## config.mk

```make
export PLATFORM = sky130hd
export DESIGN_NAME = irq_mask_ctrl
export DESIGN_NICKNAME = d
export VERILOG_FILES = /design/src/rtl/irq_pkg.sv /design/src/rtl/irq_ctrl_decode.sv /design/src/rtl/irq_regs.sv /design/src/rtl/irq_mask_ctrl.sv
export SDC_FILE = /design/constraint.sdc
export NUM_CORES = 1
export LEC_CHECK = 0
export BUFFER_PORTS_ARGS = -buffer_cell sky130_fd_sc_hd__buf_2
export CAP_MARGIN = 20
export CORE_UTILIZATION = 34
export CTS_CLUSTER_DIAMETER = 150
export DETAILED_ROUTE_END_ITERATION = 10
export PLACE_DENSITY = 0.75
export SLEW_MARGIN = 10
export SYNTH_ARGS = -nofsm -noshare
export SYNTH_HDL_FRONTEND = slang
export SYNTH_HIERARCHICAL = 1
export SYNTH_SLANG_ARGS = --single-unit
```

## constraint.sdc

```tcl
create_clock -name clk -period 1.6 [get_ports clk]
set_clock_uncertainty 0.2 [all_clocks]
set_input_delay 0.32 -clock clk [delete_from_list [all_inputs] [get_ports clk]]
set_output_delay 0.32 -clock clk [all_outputs]
set_load 0.02 [all_outputs]
```

## src/rtl/irq_pkg.sv

```systemverilog
package irq_pkg;
  typedef struct packed {
    logic clrStatus;
    logic injStatus;
    logic maskEn;
    logic maskDis;
  } strobe_t;

  typedef enum logic [1:0] {
    RD_ZERO   = 2'd0,
    RD_STATUS = 2'd1,
    RD_MASK   = 2'd2
  } rd_sel_e;
endpackage

```

## src/rtl/irq_ctrl_decode.sv

```systemverilog
module irq_ctrl_decode
  import irq_pkg::*;
#(
  parameter int ADDR_W      = 2,
  parameter int ADDR_STATUS = 0,
  parameter int ADDR_MASK   = 1,
  parameter int ADDR_EN     = 2,
  parameter int ADDR_DIS    = 3
) (
  input  logic [ADDR_W-1:0] busAddr,
  input  logic              busWe,
  output strobe_t           strobes,
  output rd_sel_e           rdSel
);
  localparam logic [ADDR_W-1:0] A_STATUS = ADDR_W'(ADDR_STATUS);
  localparam logic [ADDR_W-1:0] A_MASK   = ADDR_W'(ADDR_MASK);
  localparam logic [ADDR_W-1:0] A_EN     = ADDR_W'(ADDR_EN);
  localparam logic [ADDR_W-1:0] A_DIS    = ADDR_W'(ADDR_DIS);

  always_comb begin
    strobes.clrStatus = busWe && (busAddr == A_STATUS);
    strobes.injStatus = busWe && (busAddr == A_MASK);
    strobes.maskEn    = busWe && (busAddr == A_EN);
    strobes.maskDis   = busWe && (busAddr == A_DIS);
  end

  // enable and disable addresses read back as zero
  always_comb begin
    if (busAddr == A_STATUS)    rdSel = RD_STATUS;
    else if (busAddr == A_MASK) rdSel = RD_MASK;
    else                        rdSel = RD_ZERO;
  end
endmodule

```

## src/rtl/irq_regs.sv

```systemverilog
module irq_regs
  import irq_pkg::*;
#(
  parameter int               DATA_W    = 32,
  parameter logic [DATA_W-1:0] IMPL_MASK = 32'h0000_0CE6
) (
  input  logic              clk,
  input  logic              rstN,
  input  strobe_t           strobes,
  input  rd_sel_e           rdSel,
  input  logic [DATA_W-1:0] wdata,
  input  logic [DATA_W-1:0] evtPulse,
  output logic [DATA_W-1:0] rdata,
  output logic              irqOut
);
  logic [DATA_W-1:0] maskReg, statusReg;
  logic [DATA_W-1:0] wImpl, evtImpl, setBits, clrBits, onBits, offBits;

  assign wImpl   = wdata & IMPL_MASK;
  assign evtImpl = evtPulse & IMPL_MASK;

  always_comb begin
    onBits  = strobes.maskDis ? wImpl : '0;
    offBits = strobes.maskEn  ? wImpl : '0;
    setBits = evtImpl | (strobes.injStatus ? wImpl : '0);
    clrBits = strobes.clrStatus ? wImpl : '0;
  end

  always_ff @(posedge clk) begin
    if (!rstN) begin
      maskReg   <= IMPL_MASK;
      statusReg <= '0;
      irqOut    <= 1'b0;
    end else begin
      // disable dominates enable; event/inject dominates clear
      maskReg   <= ((maskReg & ~offBits) | onBits) & IMPL_MASK;
      statusReg <= ((statusReg & ~clrBits) | setBits) & IMPL_MASK;
      irqOut    <= |(statusReg & ~maskReg);
    end
  end

  always_comb begin
    case (rdSel)
      RD_STATUS: rdata = statusReg;
      RD_MASK:   rdata = maskReg;
      default:   rdata = '0;
    endcase
  end

  assert_rsvd_zero_R5: assert property (@(posedge clk) disable iff (!rstN)
    ((maskReg | statusReg) & ~IMPL_MASK) == '0);

  assert_inject_keeps_mask_R4: assert property (@(posedge clk) disable iff (!rstN)
    strobes.injStatus |=> maskReg == $past(maskReg));

  assert_event_sets_R6: assert property (@(posedge clk) disable iff (!rstN)
    (|evtImpl) |=> ((statusReg & $past(evtImpl)) == $past(evtImpl)));

  assert_enable_clears_R2: assert property (@(posedge clk) disable iff (!rstN)
    (strobes.maskEn && !strobes.maskDis) |=> ((maskReg & $past(wImpl)) == '0));

  assert_disable_sets_R3: assert property (@(posedge clk) disable iff (!rstN)
    strobes.maskDis |=> ((maskReg & $past(wImpl)) == $past(wImpl)));

  assert_irq_quiet_R8: assert property (@(posedge clk) disable iff (!rstN)
    ((statusReg & ~maskReg) == '0) |=> !irqOut);
endmodule

```

## src/rtl/irq_mask_ctrl.sv

```systemverilog
module irq_mask_ctrl
  import irq_pkg::*;
#(
  parameter int               ADDR_W    = 2,
  parameter int               DATA_W    = 32,
  parameter logic [DATA_W-1:0] IMPL_MASK = 32'h0000_0CE6
) (
  input  logic              clk,
  input  logic              rstN,
  input  logic [ADDR_W-1:0] busAddr,
  input  logic              busWe,
  input  logic [DATA_W-1:0] busWdata,
  output logic [DATA_W-1:0] busRdata,
  input  logic [DATA_W-1:0] evtPulse,
  output logic              irqOut
);
  strobe_t strobes;
  rd_sel_e rdSel;

  irq_ctrl_decode #(.ADDR_W(ADDR_W)) i_decode (
    .busAddr (busAddr),
    .busWe   (busWe),
    .strobes (strobes),
    .rdSel   (rdSel)
  );

  irq_regs #(.DATA_W(DATA_W), .IMPL_MASK(IMPL_MASK)) i_regs (
    .clk      (clk),
    .rstN     (rstN),
    .strobes  (strobes),
    .rdSel    (rdSel),
    .wdata    (busWdata),
    .evtPulse (evtPulse),
    .rdata    (busRdata),
    .irqOut   (irqOut)
  );

  assert_one_strobe_R4: assert property (@(posedge clk) disable iff (!rstN)
    $onehot0({strobes.clrStatus, strobes.injStatus, strobes.maskEn, strobes.maskDis}));
endmodule

```

[Word-level counts from Yosys, hierarchy flattened]
Index checks and enable logic that the tools add are counted.
Cells by class
  mux-type cells: 7
  bitwise gates (word level): 9
  equal/unequal tests: 5
  reductions and logical operators: 6
Operators with widths (count)
  $mux W12: 4
  $or A12 B12 Y12: 3
  $and A12 B32 Y32: 1
  $not A12 Y32: 1
  $reduce_or A32 Y1: 1
  $and A12 B12 Y12: 2
  $not A12 Y12: 2
  $pmux W12 S2: 1
  $eq A2 B2 Y1 const B: 3
  $eq A2 B1 Y1 const B: 2
  $logic_and A1 B1 Y1: 4
  $mux W2: 2
  $logic_not A2 Y1: 1
Storage, ports and cells
  input port bits: 69
  output and inout bits: 33
  bits in registers: 15

[Longest topological paths before layout]
Gate-level depths: netlist of run 1.
  word-level depth: 6
  depth in mapped cells: 5
  gate-level depth less buffers: 5

[By module]
Netlist of run 1, hierarchy kept.
By module, submodules not included
  irq_regs: cells each 120, instances 1, area each 918.4 sq um
  irq_ctrl_decode: cells each 6, instances 1, area each 42.5 sq um

[Least setup slack after synthesis of run 1]
No wires, ideal clock.
  kind: input-to-output
  start: input busAddr[1]
  end: output busRdata[10]
  stages on the path: 4
  required time: 1080 ps
  path buffers: 0
  path slack: -90 ps
  data arrival time: 1170 ps
  cells stage by stage: nor2_1 > inv_1 > ha_1 > nor2_1
Between the ends
  cells in the longest elaborated chain, start to end: 5
  elaborated cells between the ends (all ways): 7
RTL lines
  start, declared: RTL line irq_mask_ctrl.sv:10  | input logic [ADDR_W-1:0] busAddr,
  $eq A2 B1 Y1: RTL line irq_ctrl_decode.sv:30  | else if (busAddr == A_MASK) rdSel = RD_MASK;
  $mux W2: RTL line irq_ctrl_decode.sv:30
  $mux W2 (*): RTL line irq_ctrl_decode.sv:29  | if (busAddr == A_STATUS) rdSel = RD_STATUS;
  $eq A2 B2 Y1 or $eq A2 B1 Y1 (tied branches): RTL line irq_regs.sv:43  | case (rdSel)
  $pmux W12 S2 (*): RTL line irq_regs.sv:43
  end, declared: RTL line irq_mask_ctrl.sv:13  | output logic [DATA_W-1:0] busRdata,
Mark *: on every way between the ends. The rest lies on a longest branch, timed or not.

[Worst setup path after layout of run 1]
  start: input busAddr[0]
  end: output busRdata[6]
Between the ends
  cells in the longest elaborated chain, start to end: 5
  elaborated cells between the ends (all ways): 7
RTL lines
  $eq A2 B1 Y1: RTL line irq_ctrl_decode.sv:30
  $mux W2: RTL line irq_ctrl_decode.sv:30
  $mux W2 (*): RTL line irq_ctrl_decode.sv:29
  named net rdSel[1]: RTL line irq_mask_ctrl.sv:18  | rd_sel_e rdSel;
  $eq A2 B2 Y1 or $eq A2 B1 Y1 (tied branches): RTL line irq_regs.sv:43
  $pmux W12 S2 (*): RTL line irq_regs.sv:43
Mark *: on every way through the listed nets, which the timed path passes. The rest lies on a longest branch.

==> flow_summary.yaml, run 1 <==
outcome:
  status: "complete, but fails checks"
  violations: "setup timing"
placed_design:
  pre_cts_slack_ns: -0.355
  placed_area_mm2: 0.00114
  io_buffer_count: 26
  hpwl_um: 1670
  gpl.final_weighted_congestion: 0.726
critical_path:
  crit-reg2reg-capture: "i_regs/irqOut"
  cp-end-kind: "output port"
  worst-endpoint-required_ns: 1.08
  timing.critical_path.slowest_cell_delay_ns: 0.21
  timing.reg2reg.worst_path_depth: 3
  arrival_ns: 1.25
  largest_fanout_of_any_net_on_the_critical_path: 7
  timing.critical_path.cells: "buf_8 > nor2b_4 > inv_2 > ha_4 > a22oi_2 > nor2_4 > buf_6"
  worst_path_dominant_cell_family: "buffers and inverters"
  worstSetupStartpointType: "input port"
  setup.reg_to_reg.worst_slack_ns: 0.40
  reg2reg_from: "i_regs/maskReg[11]"
  cp_slowest_cell: "ha_4"
  critical_path_buf_inv_count: 3
  setup.worst_path.class: "input port to output port"
route:
  drc: 0
  wirelength_um: 2310
  drtAntennaViolNets: 0
  drt-vias-per-instance: 4.80
  dr_total_vias: 898
  initialDrtViolationCount: 21
  wl_per_cell_um: 12.3
  dr_pass1_iterations: 4
global_routing:
  grt_start_max_net_pins: 16
  first_pass_grt_wire_length_um: 3270
  grt_pass1_vias: 726
  gr-total-overflow: 0
  grt_usage_pct: 15.7
  number_of_antenna_violations_at_the_first_check_in_global_routing: 0
cts:
  clkSlewWorstSetupHoldPaths_ns: 0.09
  clock_sink_count: 15
  ctsHtreeMaxLevel: 1
  clk-insertion-delay-late_ns: 0.28
  total_cts_buffers: 3
  tritoncts: "done"
  post_cts_hold_buffer_count: 0
  clock_tree.root_cell: "clkbuf_4"
  cts_buffer_depth: 2
worst_hold_path:
  whs_endpoint: "i_regs/statusReg[6]"
  worstHoldPathType: "input port to register"
  worst_hold_path.num_cells: 3
  hold_path_startpoint: "evtPulse[6]"
run:
  max_cap_viol_count: 0
floorplan:
  rows: 18
  dieWidth_um: 55.2
  initial_utilization_pct: 37.4
  top_level_ports: 102
  dieArea_mm2: 0.00304
  die_h_um: 55.2
  core_region_area_mm2: 0.00257
logic_synthesis:
  synth_ff_type: "dfxtp_1"
  synth.cells.most_frequent: "28 x nand2_1, 25 x buf_4, 15 x dfxtp_1"
  synth_compound_area_share_pct: 15.6
  synth_area_leader_cell: "dfxtp_1"
  synth-warning-count: 6
  synthSimpleGateAreaFrac_pct: 27.0
  synth_top_cell_area_share_pct: 31.3
  synthesis.area_per_instance_um2: 7.63
  number_of_distinct_standard_cells_referenced_by_the_synthesized_netlist: 19
  post_synth_fa_ha_maj_area_fraction_pct: 2.60
  synth_most_common_cell: "nand2_1"
  postSynthRegisterBits: 15
  synth_area_leaders: "dfxtp_1 31%, buf_4 20%, nand2_1 11%, a221oi_1 6.4%, a22oi_1 5.5%"
  synth_top_family_by_area: "simple AND/OR/NAND/NOR gates"
  postSynth.asyncResetShare_pct: 0
  yosysSeqAreaShare_pct: 31.3
  postSynthCellCount: 126
  synth.area.mux_share_pct: 0
  synth_enable_flop_cells: 0
  post_synth_xor_area_fraction_pct: 0
  post_synth_instance_area_um2: 961
cells_and_area:
  filler_cell_count: 264
  area.growth.synth_to_final_pct: 31.9
  drive_above_1_share_pct: 34.4
  fin_nets: 229
  postLayoutCellArea_mm2: 0.00127
  antenna_cells_inserted: 0
sta:
  drv_slew: 0
  hold_viol: 0
  final.setup.worst_slack_ns: -0.168
  rsz0062_at_grt: "true"
  fmax_mhz: 566
  timing.final.crit_period_ns: 1.77
  timing.final.crit_share_pct: 110
  final-setup-viol-count: 7
power:
  p_per_area_mw_per_mm2: 713
  total_power_w: 0.000904
  power.ir.vdd_worst_v: 0.000723
  static-leakage-power_nw: 0.570
[layer usage]
metal	GRT usage [%]	vias up	routed length (um)
met5	0	-	0
met4	3.33	0	28
met3	5.19	5	233
met2	26.1	54	1100
met1	19.5	399	950
li1	-	440	-
[power by group]
group | switching, W | internal, W
sequential | 0.0000187 | 0.000394
clock | 0.000125 | 0.0000928
combinational | 0.000168 | 0.000105
[worst max-delay path by stage]
stage          startpoint          end  slack [ns]  depth (start not counted)
6_report       busAddr[0]  busRdata[6]       -0.17                          7
5_1_grt        busAddr[0]  busRdata[6]       -0.20                          7
4_1_cts        busAddr[0]  busRdata[6]       -0.17                          7
3_5_place_dp   busAddr[0]  busRdata[6]       -0.35                          7
3_3_place_gp   busAddr[0]  busRdata[6]       -0.30                          7
2_1_floorplan  busAddr[0]  busRdata[6]       0.009                          5
[stage by stage]
stage / TNS, ns / util (%) / instances / hold WS [ns]
2_1_floorplan: 0 / - / 150 / 0.242
3_3_place_gp: -1.85 / 44.3 / 181 / 0.280
3_5_place_dp: -2.25 / 44.3 / 181 / 0.296
4_1_cts: -0.934 / 49.4 / 187 / 0.0601
5_1_grt: -1.13 / 49.4 / 187 / 0.0762
6_report: -0.931 / 49.4 / 187 / 0.0645
[sequential cells by signal, indices dropped and copies added, names as in the netlist]
| name | cells |
|---|---|
| i_regs/irqOut | 1 |
| i_regs/maskReg | 7 |
| i_regs/statusReg | 7 |
[final cells by class]
class	instances	area, um^2	area share (%)
multi-input cells	101	656	51.7
flip-flops and latches	15	300	23.7
clock buffers	3	22.5	1.78
clock inverters	1	5.00	0.395
well taps	30	37.5	2.96
repair buffers	29	216	17.1
inverters	8	30.0	2.37
[tightest hold or removal path: cells and delay by family]
family | cells | cell delay [ns]
AND/OR/NAND/NOR | 1 | 0.09
buffers and inverters | 1 | 0.07
AO/OA/AOI/OAI | 1 | 0.03
[placed cells by master, fill, tap and decap left out, drive strengths merged, types with 7 or more instances in the layout]
cell    count
a221oi      7
a22oi       7
buf        29
conb       25
dfxtp      15
inv         8
nand2      28
nand3       7
nor2        8
nor2b       8
[logic make-up after synthesis]
group | after synthesis
AND/OR/NAND/NOR | 56
buffers and inverters | 34
other | 1
flip-flops | 15
adder cells (fa/ha/maj) | 2
AO/OA/AOI/OAI | 18
[timing repair]
item | CTS | global route
pin swaps | 11 | 2
setup endpoints to repair | 7 | 7
resized for setup | 25 | 0
setup buffers | 2 | 0
Note: power is estimated with default switching activity, not from simulation.
==> inputs of run 2 (changes only) <==
ABC_AREA = 1   (was default)
CORE_UTILIZATION = 35   (was 34)
PLACE_DENSITY = 0.76   (was 0.75)
==> run 2 against run 1 <==
The flow still finishes with violations (setup timing). Global-route usage up 1.6 points. Final cell count increased by 17%. Sequential power is essentially flat. Synthesized cell count is 20% higher. First-iteration DRC count is 48% lower. Wire length up 3.6%. Utilization rose by 3.7 points. Hold slack gained 0.0060 ns. Design area rose by 7.5%. Flip-flop and latch count did not move. Fmax grew 1.1%. Count of clock-buffer cells in the layout unchanged. Largest power group unchanged.
==> flow_summary.yaml, run 2 <==
logic_synthesis:
  synth_area_leaders: "dfxtp_1 30%, buf_4 19%, a21oi_1 15%, nand2_1 13%, inv_1 8.4%"
  postSynth.asyncResetShare_pct: 0
  synthSimpleGateAreaFrac_pct: 15.5
  synth_top_family_by_area: "buffers and inverters"
  synth_compound_area_share_pct: 21.8
  synthesis.area_per_instance_um2: 6.53
  synth_enable_flop_cells: 0
  post_synth_instance_area_um2: 986
  post_synth_xor_area_fraction_pct: 0
  synth_most_common_cell: "nand2_1"
  number_of_distinct_standard_cells_referenced_by_the_synthesized_netlist: 12
  synth_area_leader_cell: "dfxtp_1"
  synth_ff_type: "dfxtp_1"
  synth_top_cell_area_share_pct: 30.5
  postSynthRegisterBits: 15
  synth.cells.most_frequent: "33 x nand2_1, 29 x a21oi_1, 25 x buf_4"
  yosysSeqAreaShare_pct: 30.5
  synth.area.mux_share_pct: 0
  post_synth_fa_ha_maj_area_fraction_pct: 2.54
  postSynthCellCount: 151
  synth-warning-count: 6
placed_design:
  io_buffer_count: 26
  pre_cts_slack_ns: -0.320
  placed_area_mm2: 0.00118
  gpl.final_weighted_congestion: 0.778
  hpwl_um: 1700
worst_hold_path:
  hold_path_startpoint: "busWdata[6]"
  worstHoldPathType: "input port to register"
  worst_hold_path.num_cells: 3
  whs_endpoint: "i_regs/maskReg[6]"
cts:
  total_cts_buffers: 3
  clock_sink_count: 15
  cts_buffer_depth: 2
  tritoncts: "done"
  post_cts_hold_buffer_count: 0
  clk-insertion-delay-late_ns: 0.28
  ctsHtreeMaxLevel: 1
  clkSlewWorstSetupHoldPaths_ns: 0.10
  clock_tree.root_cell: "clkbuf_4"
global_routing:
  grt_start_max_net_pins: 16
  gr-total-overflow: 0
  number_of_antenna_violations_at_the_first_check_in_global_routing: 0
  grt_pass1_vias: 819
  first_pass_grt_wire_length_um: 3670
  grt_usage_pct: 17.3
critical_path:
  setup.worst_path.class: "input port to output port"
  timing.critical_path.slowest_cell_delay_ns: 0.31
  setup.reg_to_reg.worst_slack_ns: 0.61
  crit-reg2reg-capture: "i_regs/irqOut"
  timing.reg2reg.worst_path_depth: 5
  arrival_ns: 1.23
  worstSetupStartpointType: "input port"
  critical_path_buf_inv_count: 5
  largest_fanout_of_any_net_on_the_critical_path: 7
  worst_path_dominant_cell_family: "buffers and inverters"
  timing.critical_path.cells: "buf_8 > inv_8 > nand2_4 > inv_4 > inv_2 > ha_4 > a21oi_4 > buf_6"
  worst-endpoint-required_ns: 1.08
  reg2reg_from: "i_regs/maskReg[10]"
  cp-end-kind: "output port"
  cp_slowest_cell: "ha_4"
sta:
  hold-worst-slack_ns: 0.0705
  hold_viol: 0
  timing.final.crit_share_pct: 109
  rsz0062_at_grt: "true"
  final-setup-viol-count: 7
  fmax_mhz: 572
  drv_slew: 0
  final.setup.worst_slack_ns: -0.148
  timing.final.crit_period_ns: 1.75
power:
  power.switching_w: 0.000321
  power.internal_w: 0.000592
  combinationalPowerShare_pct: 31.2
  clock_power_share_pct: 23.7
  static-leakage-power_nw: 0.713
  power.ir.vdd_worst_v: 0.000550
  switching_share_pct: 35.1
  total_power_w: 0.000913
  p_per_area_mw_per_mm2: 670
  seqPwrFrac_pct: 45.1
floorplan:
  top_level_ports: 102
  core_region_area_mm2: 0.00257
  dieWidth_um: 55.1
  rows: 18
  die_h_um: 55.1
  dieArea_mm2: 0.00303
  initial_utilization_pct: 38.4
cells_and_area:
  multiInputGateArea_um2: 631
  final_core_util_pct: 53.1
  top_flop_regs: "i_regs/maskReg x7, i_regs/statusReg x7, i_regs/irqOut x1"
  register_area_um2: 300
  layout.cells.most_common_list: "25 x nand2_1, 25 x conb_1, 22 x a21oi_1"
  drive_above_1_share_pct: 34.0
  fin_nets: 260
  filler_cell_count: 256
  antenna_cells_inserted: 0
  area.growth.synth_to_final_pct: 38.2
  postLayoutCellArea_mm2: 0.00136
route:
  drtAntennaViolNets: 0
  dr_pass1_iterations: 4
  initialDrtViolationCount: 11
  dr_total_vias: 971
  wirelength_um: 2390
  wl_per_cell_um: 11.0
  drc: 0
  drt-vias-per-instance: 4.45
outcome:
  violations: "setup timing"
  status: "complete, but fails checks"
run:
  max_cap_viol_count: 0
[run 2: metal layers]
metal	up-vias	part of all wire, %	track usage, %
met5	-	0	0
met4	0	0	4.58
met3	0	5.0	3.83
met2	27	51	31.3
met1	444	44	20.3
li1	500	-	-
[run 2: timing repair]
action	in CTS	in global routing
pin swaps	3	3
setup buffers	3	1
endpoints found under the setup margin	7	7
gates cloned	0	0
resized for setup	34	9
[run 2: worst register-to-register path, delay by kind of cell (launching register included)]
| family | cells | cell delay [ns] |
|---|---|---|
| buf+inv | 1 | 0.05 |
| flops | 1 | 0.36 |
| simple gates | 3 | 0.21 |
| compound gates | 1 | 0.07 |
[run 2: logic make-up (layout without fill, tap and decap cells)]
| family | Yosys count | in the layout |
|---|---|---|
| fa+ha+maj | 2 | 2 |
| compound gates | 43 | 43 |
| buf+inv | 50 | 63 |
| simple gates | 40 | 40 |
| other cells | 1 | 25 |
| flops | 15 | 15 |
[run 2: area by class of cell]
class                           count  share of cell area [%]
Multi-Input combinational cell    110                    46.3
Clock inverter                      1                   0.367
Tap cell                           30                    2.75
Timing Repair Buffer               35                    19.2
Clock buffer                        3                    1.65
Sequential cell                    15                    22.0
Inverter                           24                    7.71
[run 2: through the flow]
| stage | cells | TNS [ns] |
|---|---|---|
| final | 218 | -0.969 |
| after global routing | 218 | -1.14 |
| after CTS | 217 | -1.00 |
| after detailed placement | 210 | -2.09 |
| after global placement | 210 | -1.86 |
| after floorplan | 175 | 0 |
[run 2: worst max-delay path by stage]
stage	from	end	cells after the start
2_1_floorplan	busAddr[1]	busRdata[10]	7
3_3_place_gp	busAddr[0]	busRdata[2]	8
3_5_place_dp	busAddr[0]	busRdata[10]	8
4_1_cts	busAddr[1]	busRdata[10]	8
5_1_grt	busAddr[0]	busRdata[7]	8
6_report	busAddr[1]	busRdata[10]	8
[run 2: power by group through the flow]
stage	Clock, W	Combinational [W]	Sequential [W]
2_1_floorplan	0	0.000221	0.000415
3_3_place_gp	0	0.000235	0.000416
3_5_place_dp	0	0.000239	0.000417
4_1_cts	0.000224	0.000272	0.000410
5_1_grt	0.000252	0.000310	0.000415
6_report	0.000216	0.000285	0.000412
==> inputs of run 3 (changes only) <==
CORE_UTILIZATION = 37   (was 35)
SKIP_LAST_GASP = 1   (was default)
SYNTH_HIERARCHICAL = default   (was 1)
==> run 3 against run 2 <==
The run ends with DRC left. Worst setup slack gained 0.20 ns. Fmax grew 13%. First-iteration DRC count grew to 2.8 times the previous value. Largest cell class unchanged.
==> flow_summary.yaml, run 3 <==
cts:
  post_cts.resized_instances: 0
  cts_buffer_depth: 2
  clk-insertion-delay-late_ns: 0.29
  tritoncts: "done"
  total_cts_buffers: 3
  clock_tree.root_cell: "clkbuf_4"
  cts_post_setup_buffers_inserted: 0
  ctsHtreeMaxLevel: 1
  post_cts_hold_buffer_count: 0
  clkSlewWorstSetupHoldPaths_ns: 0.10
  clock_sink_count: 15
global_routing:
  grt_start_max_net_pins: 16
  grt_usage_pct: 15.1
  gr-total-overflow: 0
  first_pass_grt_wire_length_um: 3820
  grt_pass1_vias: 890
  number_of_antenna_violations_at_the_first_check_in_global_routing: 0
critical_path:
  cp-end-kind: "output port"
  reg2reg_from: "i_regs.statusReg[10]"
  crit-reg2reg-capture: "i_regs.irqOut"
  largest_fanout_of_any_net_on_the_critical_path: 4
  worstSetupStartpointType: "input port"
  setup.worst_path.class: "input port to output port"
  timing.reg2reg.worst_path_depth: 4
  worst-endpoint-required_ns: 1.08
  arrival_ns: 1.02
  setup.reg_to_reg.worst_slack_ns: 0.57
sta:
  timing.final.crit_period_ns: 1.54
  fmax_mhz: 647
  drv_slew: 0
  rsz0062_at_grt: "false"
  final-setup-viol-count: 0
  timing.final.crit_share_pct: 96.5
  final.setup.worst_slack_ns: 0.0555
  hold_viol: 0
  fin_tns_setup_ns: 0
outcome:
  status: "complete, but fails checks"
  violations: "DRC"
route:
  drt-vias-per-instance: 4.39
  dr_total_vias: 1006
  dr_pass1_iterations: 9
  initialDrtViolationCount: 31
  met1_wire_length_um: 963
  drc: 11
  routed-wl-met3_um: 132
  met2WireLength_um: 1100
  wirelength_um: 2240
  topRoutingLayerUsed: "met4"
  drtAntennaViolNets: 0
  wl_per_cell_um: 9.77
cells_and_area:
  top_flop_regs: "i_regs.maskReg x7, i_regs.statusReg x7, i_regs.irqOut x1"
  filler_cell_count: 313
  final_core_util_pct: 44.2
  fin_nets: 268
  drive_above_1_share_pct: 27.3
  postLayoutCellArea_mm2: 0.00124
  area.growth.synth_to_final_pct: 11.0
  layout.cells.most_common_list: "31 x nand2_1, 30 x inv_1, 25 x conb_1"
  antenna_cells_inserted: 0
  mostFrequentLayoutCell: "nand2_1"
logic_synthesis:
  synth.cells.most_frequent: "31 x nand2_1, 30 x inv_1, 26 x buf_4"
  synth_top_cell_area_share_pct: 26.9
  synth_enable_flop_cells: 0
  synth-warning-count: 0
  synth_area_leader_cell: "dfxtp_1"
  synth_area_leaders: "dfxtp_1 27%, buf_4 17%, nand2_1 10%, inv_1 10%, o21ai_0 5.4%"
  postSynth.asyncResetShare_pct: 0
  yosysSeqAreaShare_pct: 26.9
  synth_ff_type: "dfxtp_1"
  postSynthRegisterBits: 15
  post_synth_instance_area_mm2: 0.00112
  synthesis.area_per_instance_um2: 6.76
  number_of_distinct_standard_cells_referenced_by_the_synthesized_netlist: 20
  postSynthCellCount: 165
  synth_most_common_cell: "nand2_1"
placed_design:
  io_buffer_count: 26
  hpwl_um: 1720
  gpl.final_weighted_congestion: 0.782
  pre_cts_slack_ns: 0.0351
  placed_area_mm2: 0.00120
worst_hold_path:
  worstHoldPathType: "input port to register"
  worst_hold_path.num_cells: 3
  hold_path_startpoint: "busWdata[5]"
  whs_endpoint: "i_regs.maskReg[5]"
power:
  power.ir.vdd_worst_v: 0.000298
  total_power_w: 0.000885
  static-leakage-power_nw: 0.713
  p_per_area_mw_per_mm2: 714
floorplan:
  dieArea_mm2: 0.00324
  core_region_area_mm2: 0.00281
  initial_utilization_pct: 39.8
  rows: 19
  top_level_ports: 102
  dieWidth_um: 56.9
  die_h_um: 56.9
run:
  max_cap_viol_count: 0
run 3: cell count changes in the layout (fill, tap and decap cells not counted), sizes merged:
| cell | before | now |
|---|---|---|
| a21oi | 29 | 15 |
| o21ai | 14 | 15 |
| nand2 | 33 | 35 |
| inv | 24 | 32 |
| nand4 | 0 | 7 |
| clkinv | 1 | 0 |
| nor2 | 7 | 5 |
| clkbuf | 3 | 4 |
| ha | 2 | 0 |
| nand3 | 0 | 10 |
run 3: layout make-up:
class / count / area, um^2 / share of cell area [%]
Multi-Input combinational cell: 112 / 548 / 44.2
Sequential cell: 15 / 300 / 24.2
Timing Repair Buffer: 35 / 205 / 16.6
Inverter: 32 / 120 / 9.70
Tap cell: 31 / 38.8 / 3.13
Clock buffer: 4 / 26.3 / 2.12
run 3: worst max path at each step:
stage	start	end	slack, ns
global placement	busAddr[1]	busRdata[10]	0.02
finish	busAddr[1]	busRdata[10]	0.06
floorplan	busAddr[0]	busRdata[11]	0.04
detailed placement	busAddr[1]	busRdata[10]	0.04
global route	i_regs.maskReg[11]	busRdata[11]	0.005
CTS	i_regs.maskReg[6]	busRdata[6]	0.02
run 3: cell families (layout without fill, tap and decap cells):
kind of cell / after synthesis / count (layout) / share of synthesized area [%]
AOI/OAI and AO/OA: 30 / 30 / 14.8
buffers and inverters: 62 / 71 / 32.5
DFF: 15 / 15 / 26.9
other: 1 / 25 / 0.336
and+or+nand+nor: 57 / 57 / 25.4
run 3: critical path: stages:
cell and delay (ns):
buf_2 0.14, nor2_4 0.11, buf_4 0.14, inv_2 0.04
o21ai_1 0.12, buf_4 0.16
run 3: where the power goes:
| group | leakage, nW | internal (W) | switching (W) |
|---|---|---|---|
| Combinational | 0.574 | 0.0000814 | 0.000170 |
| Clock | 0.0150 | 0.0000971 | 0.000129 |
| Sequential | 0.124 | 0.000394 | 0.0000134 |
| Total | 0.713 | 0.000573 | 0.000312 |
run 3: stage by stage:
| step | cells | hold slack (ns) |
|---|---|---|
| 2_1_floorplan | 189 | 0.237 |
| 3_3_place_gp | 225 | 0.253 |
| 5_1_grt | 229 | 0.101 |
| 3_5_place_dp | 225 | 0.257 |
| 4_1_cts | 229 | 0.0715 |
| 6_report | 229 | 0.0685 |
run 3: layer usage:
metal / global-route usage, % / vias up
met1: 18.3 / 438
met5: 0 / -
met4: 7.67 / 0
met2: 25.7 / 35
met3: 2.53 / 5
li1: - / 528
